[config.mk]
export PLATFORM = sky130hd
export DESIGN_NAME = ffld_top
export DESIGN_NICKNAME = d
export VERILOG_FILES = /design/src/rtl/ffld_pkg.sv /design/src/rtl/ffld_addr_gen.sv /design/src/rtl/ffld_lane_step.sv /design/src/rtl/ffld_top.sv
export SDC_FILE = /design/constraint.sdc
export NUM_CORES = 1
export LEC_CHECK = 0
export BUFFER_PORTS_ARGS = -buffer_cell sky130_fd_sc_hd__buf_2
export CAP_MARGIN = 0
export CORE_MARGIN = 5
export CORE_UTILIZATION = 55
export CTS_BUF_LIST = sky130_fd_sc_hd__clkbuf_4 sky130_fd_sc_hd__clkbuf_8 sky130_fd_sc_hd__clkbuf_16
export CTS_CLUSTER_DIAMETER = 50
export CTS_CLUSTER_SIZE = 25
export DETAILED_ROUTE_END_ITERATION = 8
export MAX_ROUTING_LAYER = met4
export PLACE_DENSITY = 0.78
export SLEW_MARGIN = 30
export SYNTH_ARGS = -nofsm -noshare
export SYNTH_HDL_FRONTEND = slang
export SYNTH_SLANG_ARGS = --single-unit
[constraint.sdc]
create_clock -name clk -period 10.1 [get_ports clk]
set_input_delay 2.02 -clock clk [delete_from_list [all_inputs] [get_ports clk]]
set_output_delay 2.02 -clock clk [all_outputs]
set_load 0.02 [all_outputs]
[src/rtl/ffld_pkg.sv]
package ffld_pkg;

    typedef enum logic [1:0] {
        ST_IDLE = 2'd0,
        ST_LANE = 2'd1,
        ST_REQ  = 2'd2,
        ST_WAIT = 2'd3
    } ffld_state_e;

endpackage

[src/rtl/ffld_addr_gen.sv]
module ffld_addr_gen #(
    parameter int ADDR_W = 64,
    parameter int LANE_W = 2,
    parameter int WORD_BYTES = 4
) (
    input  logic [ADDR_W-1:0] base_i,
    input  logic [ADDR_W-1:0] index_i,
    input  logic [LANE_W-1:0] lane_i,
    output logic [ADDR_W-1:0] addr_o
);
    localparam int SHIFT = $clog2(WORD_BYTES);

    logic [ADDR_W-1:0] elem_idx;

    always_comb begin
        elem_idx = index_i + ADDR_W'(lane_i);
        addr_o   = base_i + (elem_idx << SHIFT);
    end
endmodule

[src/rtl/ffld_lane_step.sv]
module ffld_lane_step #(
    parameter int ELEM_W = 64,
    parameter int MEM_W  = 32
) (
    input  logic              active_i,
    input  logic              first_i,
    input  logic              fault_i,
    input  logic [MEM_W-1:0]  data_i,
    input  logic              ffr_bit_i,
    input  logic              faulted_i,
    input  logic              unknown_i,
    output logic              abort_o,
    output logic              ffr_bit_o,
    output logic              faulted_o,
    output logic              unknown_o,
    output logic [ELEM_W-1:0] lane_val_o
);
    localparam int EXT_W = ELEM_W - MEM_W;

    logic suppressed;

    always_comb begin
        abort_o    = active_i && first_i && fault_i;
        suppressed = active_i && !first_i && fault_i;
        faulted_o  = faulted_i || suppressed;
        ffr_bit_o  = ffr_bit_i && !faulted_o;
        unknown_o  = unknown_i || !ffr_bit_o;
        if (unknown_o || !active_i) begin
            lane_val_o = '0;
        end else begin
            lane_val_o = {{EXT_W{data_i[MEM_W-1]}}, data_i};
        end
    end
endmodule

[src/rtl/ffld_top.sv]
module ffld_top
    import ffld_pkg::*;
#(
    parameter int VL     = 256,
    parameter int ELEM_W = 64,
    parameter int MEM_W  = 32,
    parameter int ADDR_W = 64
) (
    input  logic                 clk,
    input  logic                 rst_n,
    input  logic                 start_i,
    input  logic [ADDR_W-1:0]    base_i,
    input  logic [ADDR_W-1:0]    index_i,
    input  logic [VL/ELEM_W-1:0] pred_i,
    input  logic [VL/ELEM_W-1:0] ffr_i,
    output logic                 busy_o,
    output logic                 req_valid_o,
    input  logic                 req_ready_i,
    output logic [ADDR_W-1:0]    req_addr_o,
    input  logic                 rsp_valid_i,
    input  logic [MEM_W-1:0]     rsp_data_i,
    input  logic                 rsp_fault_i,
    output logic                 done_o,
    output logic                 exc_o,
    output logic [VL-1:0]        result_o,
    output logic [VL/ELEM_W-1:0] ffr_o
);
    localparam int NL = VL / ELEM_W;
    localparam int LW = (NL > 1) ? $clog2(NL) : 1;
    localparam int WORD_BYTES = MEM_W / 8;
    localparam logic [LW-1:0] LAST_LANE = LW'(NL - 1);

    typedef struct packed {
        ffld_state_e                 state;
        logic [LW-1:0]               lane;
        logic [ADDR_W-1:0]           base;
        logic [ADDR_W-1:0]           index;
        logic [NL-1:0]               pred;
        logic [NL-1:0]               ffr_w;
        logic [NL-1:0][ELEM_W-1:0]   res_w;
        logic [NL-1:0][ELEM_W-1:0]   res_out;
        logic [NL-1:0]               ffr_out;
        logic                        first;
        logic                        faulted;
        logic                        unknown;
        logic                        done;
        logic                        exc;
    } regs_t;

    regs_t q, d;

    logic              step_active;
    logic              step_abort;
    logic              step_ffr_bit;
    logic              step_faulted;
    logic              step_unknown;
    logic [ELEM_W-1:0] step_val;
    logic              cur_pred;
    logic              cur_ffr;

    assign cur_pred    = q.pred[q.lane];
    assign cur_ffr     = q.ffr_w[q.lane];
    assign step_active = (q.state == ST_WAIT);

    ffld_addr_gen #(
        .ADDR_W     (ADDR_W),
        .LANE_W     (LW),
        .WORD_BYTES (WORD_BYTES)
    ) u_addr (
        .base_i  (q.base),
        .index_i (q.index),
        .lane_i  (q.lane),
        .addr_o  (req_addr_o)
    );

    ffld_lane_step #(
        .ELEM_W (ELEM_W),
        .MEM_W  (MEM_W)
    ) u_step (
        .active_i   (step_active),
        .first_i    (q.first),
        .fault_i    (rsp_fault_i),
        .data_i     (rsp_data_i),
        .ffr_bit_i  (cur_ffr),
        .faulted_i  (q.faulted),
        .unknown_i  (q.unknown),
        .abort_o    (step_abort),
        .ffr_bit_o  (step_ffr_bit),
        .faulted_o  (step_faulted),
        .unknown_o  (step_unknown),
        .lane_val_o (step_val)
    );

    always_comb begin
        d      = q;
        d.done = 1'b0;
        d.exc  = 1'b0;
        unique case (q.state)
            ST_IDLE: begin
                if (start_i) begin
                    d.state   = ST_LANE;
                    d.lane    = '0;
                    d.base    = base_i;
                    d.index   = index_i;
                    d.pred    = pred_i;
                    d.ffr_w   = ffr_i;
                    d.res_w   = '0;
                    d.first   = 1'b1;
                    d.faulted = 1'b0;
                    d.unknown = 1'b0;
                end
            end
            ST_LANE: begin
                if (cur_pred) begin
                    d.state = ST_REQ;
                end else begin
                    d.res_w[q.lane] = step_val;
                    d.ffr_w[q.lane] = step_ffr_bit;
                    d.faulted       = step_faulted;
                    d.unknown       = step_unknown;
                    if (q.lane == LAST_LANE) begin
                        d.state   = ST_IDLE;
                        d.done    = 1'b1;
                        d.res_out = d.res_w;
                        d.ffr_out = d.ffr_w;
                    end else begin
                        d.lane = q.lane + 1'b1;
                    end
                end
            end
            ST_REQ: begin
                if (req_ready_i) begin
                    d.state = ST_WAIT;
                end
            end
            ST_WAIT: begin
                if (rsp_valid_i) begin
                    if (step_abort) begin
                        d.state = ST_IDLE;
                        d.exc   = 1'b1;
                    end else begin
                        d.first         = 1'b0;
                        d.res_w[q.lane] = step_val;
                        d.ffr_w[q.lane] = step_ffr_bit;
                        d.faulted       = step_faulted;
                        d.unknown       = step_unknown;
                        if (q.lane == LAST_LANE) begin
                            d.state   = ST_IDLE;
                            d.done    = 1'b1;
                            d.res_out = d.res_w;
                            d.ffr_out = d.ffr_w;
                        end else begin
                            d.lane  = q.lane + 1'b1;
                            d.state = ST_LANE;
                        end
                    end
                end
            end
            default: d.state = ST_IDLE;
        endcase
    end

    always_ff @(posedge clk or negedge rst_n) begin
        if (!rst_n) begin
            q <= '0;
        end else begin
            q <= d;
        end
    end

    assign busy_o      = (q.state != ST_IDLE);
    assign req_valid_o = (q.state == ST_REQ);
    assign done_o      = q.done;
    assign exc_o       = q.exc;
    assign result_o    = q.res_out;
    assign ffr_o       = q.ffr_out;


    req_hold_chk: assert property (@(posedge clk) disable iff (!rst_n)
        (req_valid_o && !req_ready_i) |=> (req_valid_o && $stable(req_addr_o)));


    done_pulse_chk: assert property (@(posedge clk) disable iff (!rst_n)
        done_o |=> !done_o);


    exc_hold_chk: assert property (@(posedge clk) disable iff (!rst_n)
        exc_o |-> (!done_o && $stable(result_o) && $stable(ffr_o) && !req_valid_o));


    inactive_no_req_chk: assert property (@(posedge clk) disable iff (!rst_n)
        (q.state == ST_LANE && !cur_pred) |=> !req_valid_o);


    start_ignore_chk: assert property (@(posedge clk) disable iff (!rst_n)
        (busy_o && start_i) |=> ($stable(q.base) && $stable(q.index) && $stable(q.pred)));


    suppress_flag_chk: assert property (@(posedge clk) disable iff (!rst_n)
        (q.state == ST_WAIT && rsp_valid_i && rsp_fault_i && !q.first) |=> (q.faulted && !exc_o));
endmodule

==> results_dict.tcl, run 1 <==
set metrics [dict create \
    status "finished clean" \
    ys_ff_latch 595 \
    arrival_ps 6060 \
    clk_pin_slew_ps 80 \
    fin_nets 3623 \
    hold_path_depth 2 \
    syn-num-nets 3502 \
    syn_avg_cell_area_um2 9.21 \
    wl_per_cell_um 19.6 \
    numCtsBuffers 55 \
    yosysSeqAreaShare 0.496 \
    root_buffer "clkbuf_16" \
    drc 0 \
    max_freq_mhz 124 \
    hold_start "result_o[135]" \
    async_flop_share 1.00 \
    ant_nets 0 \
    h-tree-depth 2 \
    layout_common_cells "nand2_1, dfrtp_1, buf_2, o21ai_0, a21oi_1" \
    track_usage 0.275 \
    wl_um 81200 \
    vias 22900 \
    regToRegStartpoint "q[657]" \
    cts_tree "done" \
    ff2ff_setup_slack_ps 6510 \
    p_per_area_mw_per_mm2 301 \
    final_common_cell "nand2_1" \
    synthCells 3259 \
    die_area_mm2 0.0594 \
    pin_count 502 \
    max_cap_violations 0 \
    finalMaxSlewViolations 0 \
    port_buffers 499 \
    worstSetupEndpointType "output port" \
    die_h_um 244 \
    first_iter_violations 1765 \
    dr.pass1.iters 5 \
    p_leak_nw 17.7 \
    hold_violations 0 \
    antenna_found_initial 10 \
    place_congestion 0.933 \
    num_rows 85 \
    finalCritPeriodShare 0.800 \
    cp-start-kind "flip-flop" \
    stdcell_area_mm2 0.0330 \
    path_max_fanout 8 \
    avgViaCountPerCell 5.55 \
    hold-path-endpoint "result_o[135]" \
    rsz0062_at_grt "false" \
    vdd_drop_max_v 0.000246 \
    setup-violations-final 0 \
    tightest_slew_ps 963 \
    stdcell_count 4133 \
    overflow 0 \
    r2r-end "result_o[234]" \
    core_area_mm2 0.0539 \
    cp.required_ps 8080 \
    grt_max_degree 165 \
    synth_edf_count 0 \
    place_area_mm2 0.0309 \
    tns_ps 0 \
    placed_cells 4018 \
    syn_area_mm2 0.0300 \
    cts_sinks 595 \
    drive_above_1_share 0.195 \
    postCtsHoldBufs 0 \
    post_cts_buffers 0 \
    min_period_ps 8080 \
    fp.dieW_um 244 \
    area_growth_syn_to_layout_pct 9.96 \
    grt_pass1_wl_um 128000 \
    ys.flop_type "dfrtp_1" \
    initial_core_util 0.557 \
    synth_warnings 0 \
    min_path_type "reg2reg" \
    critPathKind "reg2out" \
    post-dp-hpwl_um 56700 \
    synth_cell_types 70 \
    clk_latency_ps 610 \
    grt_pass1_vias 22300 \
    clock_skew_ps 28.6 \
    ff2ff_path_depth 7 \
    cts_resized 0 \
    clk_path_buf_depth 3 \
    relSlewSlack 0.356 \
]
-- power by group --
group / internal (mW) / switching, mW / total, mW
combinational: 1.46 / 3.03 / 4.49
sequential: 2.78 / 0.350 / 3.13
clock: 1.23 / 1.08 / 2.32
-- registers in the layout, summed over array words and instances, names as in the netlist, named ones only --
name and flops:
done_o 1, exc_o 1, ffr_o 4, q 332, result_o 256
-- synth_stat cells, drive strengths merged, types with 17 or more instances --
library cell | n | area [um2]
a21o | 161 | 1210
a21oi | 187 | 947
and2 | 38 | 238
and3 | 19 | 124
buf | 331 | 2320
clkbuf | 133 | 500
dfrtp | 595 | 14900
ha | 67 | 838
inv | 27 | 101
mux2i | 93 | 931
nand2 | 799 | 3000
nand3 | 66 | 348
nand4 | 29 | 196
nor2 | 78 | 308
o21a | 17 | 128
o21ai | 370 | 1850
xnor2 | 80 | 701
xor2 | 37 | 324
-- worst max-delay path by stage --
stage,from,end,slack [ps],cells past startpoint
6_report,q[658],req_addr_o[52],2020,18
5_1_grt,q[658],req_addr_o[52],1720,18
4_1_cts,q[658],req_addr_o[52],2060,18
3_5_place_dp,q[658],req_addr_o[52],2730,18
3_3_place_gp,q[658],req_addr_o[52],2790,18
2_1_floorplan,q[657],req_addr_o[58],3990,19
-- stage by stage --
| stage | util | hold slack (ps) | worst slack [ps] | power [mW] |
|---|---|---|---|---|
| finish | 0.612 | 474 | 2020 | 9.93 |
| global route | 0.612 | 486 | 1720 | 10.5 |
| CTS | 0.611 | 478 | 2060 | 9.96 |
| detailed placement | 0.573 | 459 | 2730 | 7.62 |
| global placement | 0.573 | 454 | 2790 | 7.57 |
| floorplan | - | 440 | 3990 | 6.23 |
-- critical path, stage by stage (launching register included) --
cell and delay, ps:
dfrtp_1 510, ha_1 340, a21oi_1 140, nor4_4 570, nand3_1 260, nor3_1 550
nand2b_1 140, xnor2_1 150, ha_1 370, a21o_1 200, a211o_1 320, a211oi_1 380
nand4_1 170, a21oi_1 320, nor3b_1 170, nand2b_1 170, a21oi_1 190, xnor2_1 240
buf_2 250
-- per-layer routing --
layer	GRT usage	vias to the layer above	share of wire
met5	-	-	0
met4	0.0807	0	0.029
met3	0.0646	132	0.080
met2	0.433	711	0.48
met1	0.361	11100	0.41
li1	-	11000	-
-- logic make-up (layout without fill, tap and decap cells) --
logic type	count (synthesis)	after routing	synth area share
and+or+nand+nor	1080	1080	0.153
AOI/OAI and AO/OA	809	809	0.158
DFF	595	595	0.496
buffers and inverters	494	660	0.0978
xor gates and xnor gates	117	117	0.0341
muxes	95	95	0.0325
adders and majority gates	69	69	0.0293
other	0	12	0
-- layout make-up --
class	count	area [um2]
Clock inverter	43	622
Inverter	30	116
Clock buffer	59	1420
Multi-Input combinational cell	2170	12300
Antenna cell	12	30.0
Tap cell	696	871
Fill cell	4651	20900
Timing Repair Buffer	528	2790
Sequential cell	595	14900
Power figures use the tool's default switching activity.
==> run 2, diff against run 1 <==
--- a/config.mk
+++ b/config.mk
@@ -5,16 +5,17 @@
 export SDC_FILE = /design/constraint.sdc
 export NUM_CORES = 1
 export LEC_CHECK = 0
+export ABC_AREA = 1
 export BUFFER_PORTS_ARGS = -buffer_cell sky130_fd_sc_hd__buf_2
 export CAP_MARGIN = 0
 export CORE_MARGIN = 5
-export CORE_UTILIZATION = 55
+export CORE_UTILIZATION = 52
 export CTS_BUF_LIST = sky130_fd_sc_hd__clkbuf_4 sky130_fd_sc_hd__clkbuf_8 sky130_fd_sc_hd__clkbuf_16
 export CTS_CLUSTER_DIAMETER = 50
 export CTS_CLUSTER_SIZE = 25
 export DETAILED_ROUTE_END_ITERATION = 8
 export MAX_ROUTING_LAYER = met4
-export PLACE_DENSITY = 0.78
+export PLACE_DENSITY = 0.77
 export SLEW_MARGIN = 30
 export SYNTH_ARGS = -nofsm -noshare
 export SYNTH_HDL_FRONTEND = slang
==> constraint.sdc (replaced) <==
create_clock -name clk -period 7 [get_ports clk]
set_input_delay 1.4 -clock clk [delete_from_list [all_inputs] [get_ports clk]]
set_output_delay 1.4 -clock clk [all_outputs]
set_load 0.02 [all_outputs]
==> run 2 against run 1 <==
Effect of this change:
- combinational power rose to 2.6 times the previous value
- first-iteration DRC count is 50% higher
- sequential power increased by 72%
- synthesized cell count up 38%
- sequential cell count stayed put
- cell area up 14%
- area after synthesis increased by 12%
- routed wire length rose by 30%
- critical endpoint is now req_addr_o[57]
- largest cell class unchanged
- largest power group unchanged
==> results_dict.tcl, run 2 <==
set metrics [dict create \
    ys_ff_latch 595 \
    syn-num-nets 4744 \
    clk_pin_slew_ps 70 \
    pin_count 502 \
    postCtsHoldBufs 0 \
    clk_latency_ps 630 \
    clock_power_share 0.190 \
    hold-worst-slack_ps 473 \
    clock_skew_ps 44.3 \
    max_stage_delay_ps 520 \
    cts_tree "done" \
    p_per_area_mw_per_mm2 558 \
    tightest_slew_ps 961 \
    max_cap_violations 0 \
    rsz0062_at_grt "false" \
    max_freq_mhz 155 \
    h-tree-depth 3 \
    internal_power_mw 10.2 \
    crit_buf_inv 3 \
    critical-path-top-delay-family "simple AND/OR/NAND/NOR gates" \
    synth_top_area_share 0.442 \
    cp.required_ps 5600 \
    setup-violations-final 0 \
    critPathKind "reg2out" \
    synthCells 4501 \
    p_leak_nw 22.0 \
    avgViaCountPerCell 5.25 \
    post-dp-hpwl_um 77400 \
    final_common_cell "nand2_1" \
    tns_ps 0 \
    combPwrFrac 0.554 \
    min_path_type "reg2reg" \
    ant_nets 0 \
    crit_chain "ha_1, fa_1, nand3_1, nor3_1, nand3_1, xor2_1, inv_1, ha_1, nand2_1, inv_1, nand2_1, nor2_1, nand2_1, nor3_1, nand2_1, nand2_1, nand2_1, nand2_1, buf_2" \
    cpMostUsedCell "nand2_1" \
    vias 29400 \
    overflow 0 \
    antenna_found_initial 16 \
    min_period_ps 6440 \
    place_congestion 1.03 \
    finalCritPeriodShare 0.920 \
    dr.pass1.iters 5 \
    root_buffer "clkbuf_16" \
    vdd_drop_max_v 0.000740 \
    status "finished clean" \
    largest_register "q" \
    wl_per_cell_um 18.8 \
    syn_avg_cell_area_um2 7.49 \
    num_rows 93 \
    syn_area_mm2 0.0337 \
    largest_register_ffs 332 \
    grt_pass1_wl_um 163000 \
    ys.flop_type "dfrtp_1" \
    cp_slowest_cell "dfrtp_1" \
    fp.dieW_um 265 \
    hold_violations 0 \
    synthTopCellsByArea "dfrtp_1, nand2_1, buf_4, nand3_1, mux2_2" \
    clk_path_buf_depth 3 \
    synth_most_common_cell "nand2_1" \
    post-route-util 0.585 \
    track_usage 0.302 \
    synth_edf_count 0 \
    die_h_um 265 \
    power_frac_seq 0.256 \
    core_area_mm2 0.0643 \
    die_area_mm2 0.0700 \
    numCtsBuffers 70 \
    cts_resized 0 \
    worstSetupEndpointType "output port" \
    area_growth_syn_to_layout_pct 11.6 \
    yosysSeqAreaShare 0.442 \
    cts_sinks 595 \
    post_cts_buffers 0 \
    initial_core_util 0.524 \
    synth_common_cells "nand2_1, dfrtp_1, inv_1" \
    fillerInstances 5833 \
    wl_um 106000 \
    first_iter_violations 2654 \
    synth_cell_types 37 \
    drive_above_1_share 0.188 \
    grt_pass1_vias 28200 \
    grt_max_degree 238 \
    p_sw_mw 10.8 \
    async_flop_share 1.00 \
    fin_nets 4913 \
    switching_share 0.514 \
    layout_common_cells "nand2_1, dfrtp_1, buf_2, inv_1, nand3_1" \
    port_buffers 499 \
    yosysTopAreaCell "dfrtp_1" \
    drc 0 \
    cp-start-kind "flip-flop" \
    finalMaxSlewViolations 0 \
    relSlewSlack 0.359 \
    path_max_fanout 8 \
    synth_warnings 0 \
    arrival_ps 5040 \
]
[run 2: worst min-delay path: cells and delay by family, from the launching register on]
family / cells / cell delay, ps
simple gates: 2 / 100
flops: 1 / 340
[run 2: per-layer routing]
| layer | vias to the layer above | global-route usage | wire length [um] |
|---|---|---|---|
| li1 | 14100 | - | - |
| met1 | 14000 | 0.404 | 44600 |
| met2 | 1029 | 0.457 | 47700 |
| met3 | 195 | 0.0702 | 8990 |
| met4 | 0 | 0.109 | 4200 |
| met5 | - | - | 0 |
[run 2: logic make-up after synthesis]
family,share of synthesized area
simple gates,0.324
buf+inv,0.120
flops,0.442
compound gates,0.0247
mux,0.0394
xor+xnor,0.0239
fa+ha+maj,0.0261
[run 2: final timing paths]
check	start	endpoint	slack [ps]	cells past startpoint
max	q[657]	req_addr_o[57]	560	19
min	result_o[48]	result_o[48]	470	2
max reg2reg	q[659]	result_o[233]	3150	13
min reg2reg	result_o[48]	result_o[48]	470	2
max in group asynchronous	rst_n	result_o[35]	4760	3
min in group asynchronous	rst_n	q[640]	760	1
[run 2: stage by stage]
stage | total power [mW] | worst slack (ps) | area (um2) | std cells
2_1_floorplan | 13.4 | 2440 | 33700 | 4501
3_3_place_gp | 16.8 | 1180 | 34900 | 5450
3_5_place_dp | 16.9 | 1200 | 34900 | 5450
4_1_cts | 21.0 | 502 | 37500 | 5579
5_1_grt | 22.3 | 146 | 37600 | 5597
6_report | 21.0 | 560 | 37600 | 5598
[run 2: cell type report]
type | count | area [um2] | area share
sequential | 595 | 14900 | 0.396
inverter | 344 | 1310 | 0.0347
multi-input combinational | 3134 | 14800 | 0.394
antenna | 16 | 40.0 | 0.00106
tap | 855 | 1070 | 0.0284
clock inverter | 54 | 816 | 0.0217
timing repair buffer | 525 | 2850 | 0.0758
clock buffer | 75 | 1810 | 0.0482
[run 2: power by group through the flow]
stage,registers [mW],clock network (mW),logic [mW]
after global routing,5.48,4.21,12.6
after CTS,5.35,4.07,11.6
after floorplan,5.04,0,8.33
final,5.37,3.99,11.6
after detailed placement,5.38,0,11.5
after global placement,5.36,0,11.4
==> run 3, diff against run 2 <==
--- a/config.mk
+++ b/config.mk
@@ -8,14 +8,17 @@
 export ABC_AREA = 1
 export BUFFER_PORTS_ARGS = -buffer_cell sky130_fd_sc_hd__buf_2
 export CAP_MARGIN = 0
+export CELL_PAD_IN_SITES_DETAIL_PLACEMENT = 1
+export CELL_PAD_IN_SITES_GLOBAL_PLACEMENT = 1
 export CORE_MARGIN = 5
-export CORE_UTILIZATION = 52
+export CORE_UTILIZATION = 38
 export CTS_BUF_LIST = sky130_fd_sc_hd__clkbuf_4 sky130_fd_sc_hd__clkbuf_8 sky130_fd_sc_hd__clkbuf_16
 export CTS_CLUSTER_DIAMETER = 50
 export CTS_CLUSTER_SIZE = 25
 export DETAILED_ROUTE_END_ITERATION = 8
 export MAX_ROUTING_LAYER = met4
-export PLACE_DENSITY = 0.77
+export PLACE_DENSITY_LB_ADDON = 0.1
+export REMOVE_ABC_BUFFERS = 1
 export SLEW_MARGIN = 30
 export SYNTH_ARGS = -nofsm -noshare
 export SYNTH_HDL_FRONTEND = slang
==> run 3 against run 2 <==
Effect of this change:
- worst setup slack lost 120 ps
- register-to-register slack got worse by 190 ps
- largest cell class unchanged
- highest routed layer unchanged
- clock skew is 18 ps lower
- fmax decreased by 1.8%
- sequential power shrank 1%
==> results_dict.tcl, run 3 (synthesis results as in run 2) <==
set metrics [dict create \
    crit_chain "ha_1, fa_1, nand3_1, nor3_1, nand3_1, xor2_1, inv_1, ha_1, nand2_1, inv_1, nand2_1, nor2_1, nand2_1, nor3_1, nand2_1, nand2_1, nand2_1, nand2_1, buf_2" \
    numCtsBuffers 89 \
    cts_tree "done" \
    first_iter_violations 1365 \
    grt_pass1_wl_um 179000 \
    rsz0062_at_grt "false" \
    min_path_type "reg2reg" \
    fp.dieW_um 308 \
    fin_nets 4935 \
    p_leak_nw 22.3 \
    die_h_um 308 \
    finalMaxSlewViolations 0 \
    min_period_ps 6560 \
    post-dp-hpwl_um 85700 \
    root_buffer "clkbuf_16" \
    critical-path-top-delay-family "simple AND/OR/NAND/NOR gates" \
    track_usage 0.249 \
    pin_count 502 \
    finalCritPeriodShare 0.937 \
    tns_ps 0 \
    drc 0 \
    multiInputGateArea_mm2 0.0148 \
    largest_register "q" \
    vdd_drop_max_v 0.000443 \
    worstSetupEndpointType "output port" \
    avgViaCountPerCell 4.89 \
    relSlewSlack 0.402 \
    final_common_cell "nand2_1" \
    cts_sinks 595 \
    core_area_mm2 0.0882 \
    cp-start-kind "flip-flop" \
    drive_above_1_share 0.194 \
    max_freq_mhz 152 \
    critPathKind "reg2out" \
    regArea_mm2 0.0149 \
    ant_nets 0 \
    post-route-util 0.437 \
    dr.pass1.iters 5 \
    tightest_slew_ps 897 \
    clk_pin_slew_ps 60 \
    initial_core_util 0.382 \
    clk_latency_ps 660 \
    total_power_mw 21.6 \
    hold_violations 0 \
    grt_max_degree 141 \
    hold-worst-slack_ps 469 \
    h-tree-depth 3 \
    antenna_found_initial 47 \
    num_rows 109 \
    max_cap_violations 0 \
    post_cts_buffers 0 \
    path_max_fanout 8 \
    layout_common_cells "nand2_1, dfrtp_1, buf_2, inv_1, nand3_1" \
    port_buffers 499 \
    place_congestion 0.921 \
    crit_buf_inv 3 \
    clk_path_buf_depth 3 \
    vias 29200 \
    status "finished clean" \
    p_per_area_mw_per_mm2 560 \
    cp.required_ps 5600 \
    fillerInstances 11000 \
    overflow 0 \
    setup-violations-final 0 \
    cpMostUsedCell "nand2_1" \
    max_stage_delay_ps 590 \
    wl_per_cell_um 19.5 \
    cp_slowest_cell "nor3_1" \
    largest_register_ffs 332 \
    clock_skew_ps 25.8 \
    die_area_mm2 0.0948 \
    grt_pass1_vias 30400 \
    area_growth_syn_to_layout_pct 14.5 \
    arrival_ps 5160 \
    stdcell_area_mm2 0.0386 \
    place_area_mm2 0.0353 \
    wl_um 116000 \
]
[run 3: cell count changes in the layout (fill, tap and decap cells not counted), moves of 4 or more]
cell | previous run | this run
clkinvlp_4 | 4 | 12
diode_2 | 16 | 32
inv_8 | 5 | 10
bufinv_16 | 4 | 8
clkinv_8 | 18 | 3
buf_4 | 15 | 20
clkbuf_16 | 70 | 92
clkinv_4 | 2 | 9
[run 3: final timing paths]
kind                         from        endpoint  slack, ps  depth (start not counted)
max                        q[657]  req_addr_o[57]        440                         19
max in group asynchronous   rst_n          q[635]       4930                          2
min                        q[292]          q[292]        470                          2
min reg2reg                q[292]          q[292]        470                          2
max reg2reg                q[659]   result_o[151]       2960                         14
min in group asynchronous   rst_n    result_o[23]        750                          1
[run 3: cell type report]
cell class,instances,area share
diodes,32,0.00208
clock inverters,65,0.0201
well taps,1165,0.0378
inverters,344,0.0338
flip-flops and latches,595,0.386
clock buffers,101,0.0624
multi-input cells,3134,0.385
repair buffers,528,0.0733
[run 3: power by group]
group          leakage [nW]  switching, mW  internal, mW
clock                  1.54           1.89          2.85
combinational          12.9           7.99          3.56
sequential             7.90          0.825          4.49
[run 3: repair_timing]
action                     4_1_cts  5_1_grt
gates resized for setup          0        1
hold buffers                     0        0
setup endpoints to repair        0        9
hold endpoints to repair         0        0
[run 3: stage by stage]
stage	std cells	setup slack [ps]
after CTS	5932	190
final	5964	441
after global placement	5765	951
after floorplan	4073	-3950
after detailed placement	5766	925
after global routing	5962	24.5
[run 3: worst register-to-register path, delay by kind of cell, from the launching register on]
kind                   cells  cell delay (ps)
AND/OR/NAND/NOR            9             1750
buffers and inverters      5             1730
flip-flops                 1              470
[run 3: metal layers]
metal,global-route usage,wire length [um],vias up
met5,-,0,-
met4,0.0788,3560,0
met3,0.0587,6720,190
met2,0.410,56000,556
met1,0.304,50100,14300
li1,-,-,14200
